<file path="src/rtl/eos_pkg.sv">
package eos_pkg;
    localparam int PIX_W    = 8;
    localparam int NUM_TAPS = 4;
    localparam int GROUPS   = 8;
    localparam int FRAC_SH  = 3;
    localparam int SUM_W    = PIX_W + 5;
    localparam int BUS_W    = PIX_W * NUM_TAPS;

    // weight of source pixel src (0=a .. 3=d) in output tap
    function automatic int tap_coef(input int tap, input int src);
        case (tap)
            0:       return (src == 0) ? 7 : (src == 3) ? 1 : 0;
            1:       return (src == 0) ? -1 : (src == 1) ? 7 : 1;
            2:       return (src == 2) ? 7 : (src == 3) ? -1 : 1;
            default: return (src == 0) ? 1 : (src == 3) ? 7 : 0;
        endcase
    endfunction

    function automatic int tap_bias(input int tap);
        return (tap == 0 || tap == 2) ? 4 : 3;
    endfunction

    function automatic bit tap_rnd_adds(input int tap);
        return (tap == 1 || tap == 3);
    endfunction

    typedef struct packed {
        logic             valid;
        logic             done;
        logic             dir;
        logic [BUS_W-1:0] px;
    } out_state_t;
endpackage

</file>
<file path="src/rtl/eos_clamp.sv">
module eos_clamp
    import eos_pkg::*;
(
    input  logic signed [SUM_W-1:0] val,
    output logic [PIX_W-1:0]        pix
);
    localparam logic signed [SUM_W-1:0] MAXV = SUM_W'((1 << PIX_W) - 1);

    always_comb begin
        if (val < 0)         pix = '0;
        else if (val > MAXV) pix = '1;
        else                 pix = val[PIX_W-1:0];
    end
endmodule

</file>
<file path="src/rtl/eos_tap.sv">
module eos_tap
    import eos_pkg::*;
#(
    parameter int TAP = 0
) (
    input  logic [BUS_W-1:0] grp,
    input  logic             rnd,
    output logic [PIX_W-1:0] pix
);
    localparam int EXT = SUM_W - PIX_W;
    localparam logic signed [SUM_W-1:0] BIAS = SUM_W'(tap_bias(TAP));
    localparam bit ADDS = tap_rnd_adds(TAP);

    logic signed [SUM_W-1:0] term [NUM_TAPS];
    logic signed [SUM_W-1:0] rnd_x;
    logic signed [SUM_W-1:0] sum_d;
    logic signed [SUM_W-1:0] shr_d;

    for (genvar s = 0; s < NUM_TAPS; s++) begin : g_term
        localparam logic signed [SUM_W-1:0] K = SUM_W'(tap_coef(TAP, s));
        assign term[s] = K * $signed({{EXT{1'b0}}, grp[s*PIX_W +: PIX_W]});
    end

    assign rnd_x = $signed({{(SUM_W-1){1'b0}}, rnd});

    always_comb begin
        sum_d = BIAS;
        for (int s = 0; s < NUM_TAPS; s++) sum_d = sum_d + term[s];
        sum_d = ADDS ? (sum_d + rnd_x) : (sum_d - rnd_x);
        shr_d = sum_d >>> FRAC_SH;
    end

    eos_clamp u_clamp (.val(shr_d), .pix(pix));
endmodule

</file>
<file path="src/rtl/eos_grp_counter.sv">
module eos_grp_counter
    import eos_pkg::*;
#(
    parameter int N = GROUPS
) (
    input  logic clk,
    input  logic rst_n,
    input  logic step,
    output logic last
);
    localparam int CW = (N > 1) ? $clog2(N) : 1;
    localparam logic [CW-1:0] LAST_IDX = CW'(N - 1);

    logic [CW-1:0] cnt_d, cnt_q;

    assign last = (cnt_q == LAST_IDX);

    always_comb begin
        cnt_d = cnt_q;
        if (step) cnt_d = last ? '0 : cnt_q + 1'b1;
    end

    always_ff @(posedge clk) begin
        if (!rst_n) cnt_q <= '0;
        else        cnt_q <= cnt_d;
    end

    // count restarts after the final group of an edge
    assert_wrap_R9: assert property (@(posedge clk) disable iff (!rst_n)
        (step && last) |=> (cnt_q == '0));
    // idle cycles leave the count alone
    assert_idle_R9: assert property (@(posedge clk) disable iff (!rst_n)
        !step |=> $stable(cnt_q));
endmodule

</file>
<file path="src/rtl/edge_overlap_smoother.sv">
module edge_overlap_smoother
    import eos_pkg::*;
(
    input  logic             clk,
    input  logic             rst_n,
    input  logic             in_valid,
    input  logic [31:0]      px_in,
    input  logic             rnd_ctl,
    input  logic             dir_horiz,
    output logic             out_valid,
    output logic [31:0]      px_out,
    output logic             out_dir,
    output logic             edge_done
);
    logic [BUS_W-1:0] filt;
    logic             grp_last;
    out_state_t       st_d, st_q;

    for (genvar t = 0; t < NUM_TAPS; t++) begin : g_tap
        eos_tap #(.TAP(t)) u_tap (
            .grp (px_in),
            .rnd (rnd_ctl),
            .pix (filt[t*PIX_W +: PIX_W])
        );
    end

    eos_grp_counter #(.N(GROUPS)) u_cnt (
        .clk   (clk),
        .rst_n (rst_n),
        .step  (in_valid),
        .last  (grp_last)
    );

    always_comb begin
        st_d       = st_q;
        st_d.valid = in_valid;
        st_d.done  = in_valid && grp_last;
        if (in_valid) begin
            st_d.px  = filt;
            st_d.dir = dir_horiz;
        end
    end

    always_ff @(posedge clk) begin
        if (!rst_n) st_q <= '0;
        else        st_q <= st_d;
    end

    assign out_valid = st_q.valid;
    assign edge_done = st_q.done;
    assign out_dir   = st_q.dir;
    assign px_out    = st_q.px;

    assert_latency_R7: assert property (@(posedge clk) disable iff (!rst_n)
        in_valid |=> out_valid);
    assert_no_spurious_R7: assert property (@(posedge clk) disable iff (!rst_n)
        !in_valid |=> !out_valid);
    assert_hold_R8: assert property (@(posedge clk) disable iff (!rst_n)
        !in_valid |=> ($stable(px_out) && $stable(out_dir)));
    assert_done_valid_R10: assert property (@(posedge clk) disable iff (!rst_n)
        edge_done |-> out_valid);
    assert_dir_R11: assert property (@(posedge clk) disable iff (!rst_n)
        in_valid |=> (out_dir == $past(dir_horiz)));
endmodule

</file>
<file path="config.mk">
export PLATFORM = sky130hd
export DESIGN_NAME = edge_overlap_smoother
export DESIGN_NICKNAME = d
export VERILOG_FILES = /design/src/rtl/eos_pkg.sv /design/src/rtl/eos_clamp.sv /design/src/rtl/eos_tap.sv /design/src/rtl/eos_grp_counter.sv /design/src/rtl/edge_overlap_smoother.sv
export SDC_FILE = /design/constraint.sdc
export NUM_CORES = 1
export LEC_CHECK = 0
export BUFFER_PORTS_ARGS = -buffer_cell sky130_fd_sc_hd__buf_4
export CORE_MARGIN = 10
export CORE_UTILIZATION = 45
export CTS_CLUSTER_SIZE = 40
export DETAILED_ROUTE_END_ITERATION = 8
export PLACE_DENSITY = 0.64
export SYNTH_ARGS = -nofsm -noshare
export SYNTH_HDL_FRONTEND = slang
export SYNTH_SLANG_ARGS = --single-unit
</file>
<file path="constraint.sdc">
create_clock -name clk -period 5.7 [get_ports clk]
set_clock_uncertainty 0.1 [all_clocks]
set_input_delay 0.285 -clock clk [delete_from_list [all_inputs] [get_ports clk]]
set_output_delay 0.285 -clock clk [all_outputs]
set_load 0.1 [all_outputs]
</file>
==> run summary <==
Status: finished, final reports clean
HP Class: primary input to flip-flop
Worst-Skew Late Latency: 0.29 ns
Syn_nets: 955
CP Buf/Inv Count: 1
Post-synthesis sequential area ratio: 0.113
GPL Wtd Cong: 0.853
Hold slack: 0.149 ns
Final setup violating endpoints: 0
Critical path, cell by cell: buf_4 -> fa_1 -> ha_1 -> fa_1 -> a21o_1 -> a21oi_1 -> nor2b_1 -> o21a_1 -> nor2_1 -> xor2_1 -> fa_1 -> ha_1 -> ha_1 -> o21a_1 -> o211ai_1 -> a22oi_1 -> nor2_1 -> xnor2_1 -> nor2_2 -> a22o_1
Avg WL per Cell: 15.5 um
Starting Density: 0.460
Drt first pass iters: 4
Setup CP Type: primary input to flip-flop
Via Count: 5085
RSZ-0062 raised after global routing: false
Post-Syn Instances: 725
P per Cell Area: 503 nW/um2
CP startpoint kind: primary input
Final Hold Viols: 0
Antenna violations before repair: 0
Pin count of the biggest net entering global routing: 31
Syn. warnings: 0
Core Footprint: 14600 um2
Max_slew headroom: 0.166
Design area: 7640 um2
First-pass GRT wire length: 25700 um
CP max stage delay: 0.48 ns
DRC: 0
Routed WL: 15200 um
Synth Cell Area: 6710 um2
Worst reg2reg endpoint: u_cnt.cnt_q[2]
Total clock sinks: 38
Worst-margin pin slew: 1.25 ns
Req. time, crit path: 5.80 ns
Total die area: 20200 um2
Critical path origin: px_in[16]
Worst r2r src: u_cnt.cnt_q[0]
Count of cell types in the netlist: 62
LEAKAGE: 3.82 nW
Num rows: 44
Clk slew on worst S/H paths: 0.07 ns
# hold bufs at CTS: 0
Root Driver: clkbuf_16
Maximum vdd drop: 363 uV
Critical Path End: px_out[18]
Share of layout cells above drive strength 1: 0.153
Arr. time, crit path: 4.88 ns
Via density: 5.19
Max Root-Sink Buffers: 2
R2R depth: 4
Area leader, netlist: ha_1
CTS tree: built
GRT Total Usage: 0.155
Clock buffer count from CTS: 5
CP max stage cell: fa_1
CP Capture Type: flip-flop
# resized after CTS: 0
Die Y: 142 um
Syn_area_per_cell: 9.26 um2
DP Area: 7450 um2
Vias in the first global route: 5199
GRT overflow: 0
Dpl hpwl: 13200 um
Largest cells by area after synthesis: ha_1, fa_1, dfxtp_1
Predominant post-synthesis flop cell: dfxtp_1
Die width: 142 um
Final period util: 0.838
Final net count: 1025
CP top delay family: adder cells
Post-synthesis register bit count: 38
Synth top area share: 0.240
Reg2Reg Setup Slack: 4.53 ns
Critical path depth: 20
Final min period: 4.78 ns
Buffers on Ports: 71
Max-slew violation count: 0
DRT iter0 DRCs: 179
Routed Antenna Nets: 0
Fmax: 209 MHz
I/O pins: 72
N_diodes: 0
Area growth syn-to-layout: 13.8%
Number of synthesized flops with an enable pin: 0
CP max FO: 5
Post-synth ARST share: 0
CTS H-Tree Depth: 2
Post-CTS setup buffers: 0
Setup TNS: 0 ns
Max-Cap Viols: 0
## placed cells by master (no fill, tap or decap), types with 6 or more instances in the layout
cell type,synthesis,final
dfxtp_1,38,38
buf_4,0,71
nor2b_1,18,17
nand3_1,6,6
xor2_1,13,13
ha_1,129,129
o221a_2,6,6
fa_1,64,64
xnor2_1,43,43
a21o_1,9,9
nor2_1,33,33
o21ai_0,12,12
inv_1,152,152
nand2_1,29,29
o21ai_1,14,14
o21a_1,15,15
a21oi_1,28,28
o21bai_1,10,10
nor3_1,17,17
## registers in the layout, summed over array words and instances, names as in the netlist
signal and count:
edge_done 1, px_out 32, u_cnt.cnt_q 3, out_dir 1, out_valid 1
## logic make-up after synthesis
logic type,share of synthesized area
buf+inv,0.0895
simple gates,0.0947
mux,0.00596
compound gates,0.178
fa+ha+maj,0.431
xor+xnor,0.0878
flops,0.113
## final cells by class
type                       count  area, um2
fill                        1342       6950
multi-input combinational    527       5360
sequential                    38        761
inverter                     152        571
timing repair buffer          71        533
tap                          184        230
clock buffer                   5        125
clock inverter                 3       68.8
## where the power goes
group	switching [mW]	leakage (nW)	total [mW]	internal (mW)
Clock	0.125	0.0940	0.377	0.252
Combinational	1.90	3.42	3.07	1.17
Sequential	0.0502	0.313	0.398	0.347
## cell usage after synthesis (all sizes together) (8+ instances only)
cell type  instances
nand2             29
dfxtp             38
fa                64
o21ai             26
o21a              15
nor3              20
xor2              14
o31ai              8
nor2              34
ha               129
inv              152
nor2b             19
clkbuf             8
o21bai            13
a21o              10
xnor2             46
a21oi             34
## worst min-delay path by stage
stage | startpoint | endpoint | slack (ns) | cells after the start
after floorplan | dir_horiz | out_dir | 0.35 | 2
after global placement | px_out[15] | px_out[15] | 0.34 | 2
after detailed placement | px_out[14] | px_out[14] | 0.35 | 2
after CTS | dir_horiz | out_dir | 0.15 | 3
after global routing | dir_horiz | out_dir | 0.17 | 3
final | dir_horiz | out_dir | 0.15 | 3
## tightest hold or removal path, cell delays in order
cell and delay (ns):
buf_4 0.07, mux2i_1 0.05, nor2b_1 0.09
## per-stage QoR
| step | cells | worst slack [ns] | utilization | power (mW) |
|---|---|---|---|---|
| global route | 980 | 0.663 | 0.524 | 4.21 |
| floorplan | 725 | 1.09 | - | 2.93 |
| detailed placement | 972 | 0.593 | 0.511 | 3.48 |
| CTS | 980 | 0.926 | 0.524 | 3.89 |
| global placement | 972 | 0.713 | 0.511 | 3.42 |
| finish | 980 | 0.924 | 0.524 | 3.85 |
## layer usage
metal	share of wire	GRT usage	up-vias
met5	0	0	-
met4	0.014	0.0403	0
met1	0.45	0.199	2444
met3	0.050	0.0334	13
met2	0.48	0.259	87
li1	-	-	2541
Note: power is estimated with default switching activity, not from simulation.
